===== config.mk =====
export PLATFORM = sky130hd
export DESIGN_NAME = int_alu_flags
export DESIGN_NICKNAME = d
export VERILOG_FILES = /design/src/rtl/int_alu_flags.sv
export SDC_FILE = /design/constraint.sdc
export NUM_CORES = 1
export LEC_CHECK = 0
export ABC_CLOCK_PERIOD_IN_PS = 5400
export BUFFER_PORTS_ARGS = -buffer_cell sky130_fd_sc_hd__buf_2
export CAP_MARGIN = 10
export CORE_ASPECT_RATIO = 1.75
export CORE_MARGIN = 4
export CORE_UTILIZATION = 25
export DETAILED_ROUTE_END_ITERATION = 10
export SETUP_SLACK_MARGIN = 0.5
export SYNTH_ARGS = -nofsm -noshare
export SYNTH_HDL_FRONTEND = slang
export SYNTH_SLANG_ARGS = --single-unit

===== constraint.sdc =====
create_clock -name clk -period 5.4 [get_ports clk]
set_clock_uncertainty 0.2 [all_clocks]
set_input_delay 0.54 -clock clk [delete_from_list [all_inputs] [get_ports clk]]
set_output_delay 0.54 -clock clk [all_outputs]
set_load 0.02 [all_outputs]

===== src/rtl/int_alu_flags.sv =====
module int_alu_flags #(
  parameter int W = 32,
  parameter int SHORT_IMM_W = 5,
  parameter int LONG_IMM_W = 16
) (
  input  logic                  clk,
  input  logic                  rst,
  input  logic                  valid,
  input  logic [3:0]            op_sel,
  input  logic [W-1:0]          opnd_a,
  input  logic [W-1:0]          opnd_b,
  input  logic [LONG_IMM_W-1:0] imm,
  output logic [W-1:0]          result,
  output logic [3:0]            flags
);
  localparam int MSB = W - 1;
  localparam logic [3:0] OP_ADD = 4'd0, OP_ADDS = 4'd1, OP_ADDL = 4'd2, OP_SUB = 4'd3,
                         OP_RSB = 4'd4, OP_OR = 4'd5, OP_ORI = 4'd6, OP_AND = 4'd7,
                         OP_ANDI = 4'd8, OP_XOR = 4'd9, OP_XORI = 4'd10, OP_NOT = 4'd11,
                         OP_MVA = 4'd12, OP_MVH = 4'd13;
  localparam logic [1:0] CL_NONE = 2'd0, CL_ARITH = 2'd1, CL_LOGIC = 2'd2, CL_ANDI = 2'd3;

  logic [W-1:0] sx_short, sx_long, zx_long, hi_long;
  assign sx_short = {{(W-SHORT_IMM_W){imm[SHORT_IMM_W-1]}}, imm[SHORT_IMM_W-1:0]};
  assign sx_long  = {{(W-LONG_IMM_W){imm[LONG_IMM_W-1]}}, imm};
  assign zx_long  = {{(W-LONG_IMM_W){1'b0}}, imm};
  assign hi_long  = zx_long << LONG_IMM_W;

  logic [W-1:0] add_x, add_y, logic_res;
  logic         add_cin, is_sub, use_adder;
  logic [1:0]   cls;

  always_comb begin
    add_x = opnd_a;
    add_y = opnd_b;
    add_cin = 1'b0;
    is_sub = 1'b0;
    use_adder = 1'b1;
    logic_res = '0;
    cls = CL_NONE;
    case (op_sel)
      OP_ADD:  cls = CL_ARITH;
      OP_ADDS: begin add_x = sx_short; cls = CL_ARITH; end
      OP_ADDL: begin add_x = sx_long;  cls = CL_ARITH; end
      OP_SUB:  begin add_x = opnd_b; add_y = ~opnd_a; add_cin = 1'b1; is_sub = 1'b1; cls = CL_ARITH; end
      OP_RSB:  begin add_y = ~opnd_b; add_cin = 1'b1; is_sub = 1'b1; cls = CL_ARITH; end
      OP_OR:   begin use_adder = 1'b0; logic_res = opnd_a | opnd_b;  cls = CL_LOGIC; end
      OP_ORI:  begin use_adder = 1'b0; logic_res = opnd_b | zx_long; cls = CL_LOGIC; end
      OP_AND:  begin use_adder = 1'b0; logic_res = opnd_a & opnd_b;  cls = CL_LOGIC; end
      OP_ANDI: begin use_adder = 1'b0; logic_res = opnd_b & zx_long; cls = CL_ANDI; end
      OP_XOR:  begin use_adder = 1'b0; logic_res = opnd_a ^ opnd_b;  cls = CL_LOGIC; end
      OP_XORI: begin use_adder = 1'b0; logic_res = opnd_b ^ zx_long; cls = CL_LOGIC; end
      OP_NOT:  begin use_adder = 1'b0; logic_res = ~opnd_a;          cls = CL_LOGIC; end
      OP_MVA:  add_x = sx_long;
      OP_MVH:  add_x = hi_long;
      default: use_adder = 1'b0;
    endcase
  end

  logic [W:0] sum;
  assign sum    = {1'b0, add_x} + {1'b0, add_y} + {{W{1'b0}}, add_cin};
  assign result = use_adder ? sum[MSB:0] : logic_res;

  logic fz, fs, fc, fv;
  assign fz = (result == '0);
  assign fs = result[MSB];
  assign fc = is_sub ? ~sum[W] : sum[W];
  assign fv = (add_x[MSB] == add_y[MSB]) && (sum[MSB] != add_x[MSB]);

  logic [3:0] flags_nx;
  always_comb begin
    case (cls)
      CL_ARITH: flags_nx = {fv, fc, fs, fz};
      CL_LOGIC: flags_nx = {1'b0, flags[2], fs, fz};
      CL_ANDI:  flags_nx = {1'b0, flags[2], 1'b0, fz};
      default:  flags_nx = flags;
    endcase
  end

  always_ff @(posedge clk) begin
    if (rst) flags <= 4'b0;
    else if (valid) flags <= flags_nx;
  end
endmodule



==> results.ini <==
[power]
p_per_area_mw_per_mm2=167.3
leakagePower_nw=4.153
ir_worst_vdd_mv=0.09076
total_power_w=0.001440

[yosys]
yosysMostFrequentCell=ha_1
synth_commonest_cells=ha_1, nor2_1, inv_1, a21oi_1, nand2_1
synth_cell_types=80
synth_compound_area_share_pct=39.28
synth_top_family_by_area=compound AO/OA/AOI/OAI gates
synthSimpleGateAreaFrac_pct=18.95
yosys.area_share.xor_xnor_pct=2.981
synth_enable_flop_cells=0
synth.area.mux_share_pct=2.749
synth_nets=1154
async_flop_share_pct=0
synthAdderAreaFrac_pct=25.20
syn_avg_cell_area_sq_um=6.891
yosysSeqAreaShare_pct=1.239
synth_top_area_cell=ha_1
syn_area_sq_mm=0.006464
yosysWarnings=0
synth_seq_cells=4
yosys-top-cells-area=ha_1, a21oi_1, a221o_1
yosys.area.top_type_share_pct=24.58
syn_inst=938
ys.flop_type=dfxtp_1

[clocking]
cts_tree=yes
cts.clk_slew.worst_paths_ns=0.03
cts_hold_buf=0
clock_sinks=4
clockBufferDepth=2
cts_inserted_buffers=3
htree_levels=1
clk_latency_ns=0.22
cts-root-buf=clkbuf_16

[sta]
fmax_mhz=200.7
relSlewSlack_pct=41.80
hold_ws_ns=0.2626
tightestPinTransition_ns=0.8621
rsz0062_at_grt=yes
period_needed_ns=4.983
setup_viol=0
timing_hold_violations_final=0
fin_crit_sh_pct=92.27
slew_violations=0

[place]
dpl.hpwl_mm=25.92
port_buffers=122
place.gp.congestion=0.9956
place_area_sq_mm=0.008033

[die]
rows=77
coreArea_sq_mm=0.02534
dieArea_sq_mm=0.02859
die_h_microns=220.7
dieWidth_microns=129.6
start_util_pct=25.51
ioPinCount=123

[flow_run]
drv_cap=0

[final_layout]
stdcell_area_sq_mm=0.008606
num_antenna_cells=0
regMostFlops=flags
post-route-util_pct=33.96
fill_cells=2729
top_regs=flags: 4 flops
largest_reg_flops=4
nets=1343
areaGrowthSynthToFinish_pct=33.14
drive_gt1_share_pct=27.91

[critical_path]
setup.worst_path.class=input port to output pin
worstSetupStartpointType=input port
endpoint_kind=output pin
cp_max_fo=8
cp.required_ns=4.66
worstPathArrival_ns=4.24

[detailed_routing]
antenna_left=0
wirelength_mm=31.76
wire_per_inst_microns=22.04
drt_first_pass_iters=7
drc=0
first_iter_violations=773
vias=8426
vias_per_cell=5.847

[run_status]
status=completed

[global_routing]
grt-ovfl-total=0
antenna_found_initial=0
grt_usage_pct=21.46
grt_pass1_vias=8379
grt_pass1_wl_mm=47.35
grt_start_max_net_pins=37

[hold_path]
hold_class=register to register

layer usage:
metal  vias to the layer above  global-route usage, %  wire length, microns
met1                      3997                  22.19                 11080
met3                       143                  2.053                  1724
met5                         -                      0                     0
met2                       389                  39.80                 16110
met4                         0                  15.01                  2846
li1                       3897                      -                     -
cells in the final DEF (no fill, tap or decap), types with 9 or more instances in the layout:
master,count
ha_1,122
buf_2,117
buf_4,105
nor2_1,95
inv_1,93
a21oi_1,75
nand2_1,65
o21ai_0,49
a221o_1,39
a22oi_1,32
nand3_1,18
o22ai_1,16
a221oi_1,15
xnor2_1,14
a211oi_1,12
a21o_1,12
o211ai_1,11
mux2i_1,11
nor3_1,10
buf_6,9
worst max-delay path, stage by stage:
cell and delay [ns]:
buf_12 0.12, buf_6 0.13, nor2b_4 0.12, and3_4 0.17
a211oi_4 0.29, buf_6 0.17, a22oi_2 0.05, ha_1 0.31
nand2_2 0.07, or4_4 0.55, or2_1 0.24, a2bb2oi_2 0.14
a221o_1 0.41, a31o_2 0.29, xnor2_1 0.12, a221o_1 0.36
buf_6 0.15
worst paths after layout:
path	cells after the start	slack (ns)	end	startpoint
hold / removal	2	0.26	flags[3]$_SDFFE_PP0P_	flags[3]$_SDFFE_PP0P_
setup / recovery	17	0.42	result[31]	op_sel[0]
hold reg to reg	2	0.26	flags[3]$_SDFFE_PP0P_	flags[3]$_SDFFE_PP0P_
setup reg to reg	2	4.50	flags[2]$_SDFFE_PP0P_	flags[2]$_SDFFE_PP0P_
metrics by stage:
step	setup TNS (ns)	worst slack, ns	cells
after floorplan	0	0.3208	938
after global placement	-0.1495	-0.1495	1412
after detailed placement	-0.1414	-0.1414	1412
after CTS	0	0.4559	1437
after global routing	0	0.2102	1441
final	0	0.4173	1441
cells by family (layout without fill, tap and decap cells):
family,Yosys count,count (layout)
buffers and inverters,153,340
multiplexers,14,14
AO/OA/AOI/OAI,354,354
adder cells (fa/ha/maj),129,129
AND/OR/NAND/NOR,262,262
flip-flops,4,4
XOR/XNOR,22,22
layout make-up:
| class | count | area [sq um] | area share, % |
|---|---|---|---|
| inverters | 96 | 362.8 | 4.216 |
| repair buffers | 241 | 1665 | 19.35 |
| clock buffers | 3 | 75.07 | 0.8723 |
| multi-input cells | 781 | 6027 | 70.03 |
| well taps | 316 | 395.4 | 4.594 |
| flip-flops and latches | 4 | 80.08 | 0.9305 |
timing repair:
item | 4_1_cts | 5_1_grt
buffers inserted | 21 | 4
pin swaps | 28 | 19
endpoints found under the setup margin | 11 | 13
gates resized for setup | 55 | 21
gates cloned | 1 | 0
where the power goes:
group          leakage (nW)  internal (W)  switching (W)
registers            0.0326     0.0000314    0.000000978
clock network        0.0370     0.0000946      0.0000204
logic                  4.08      0.000528       0.000764
total                  4.15      0.000654       0.000786
Power figures use the tool's default switching activity.
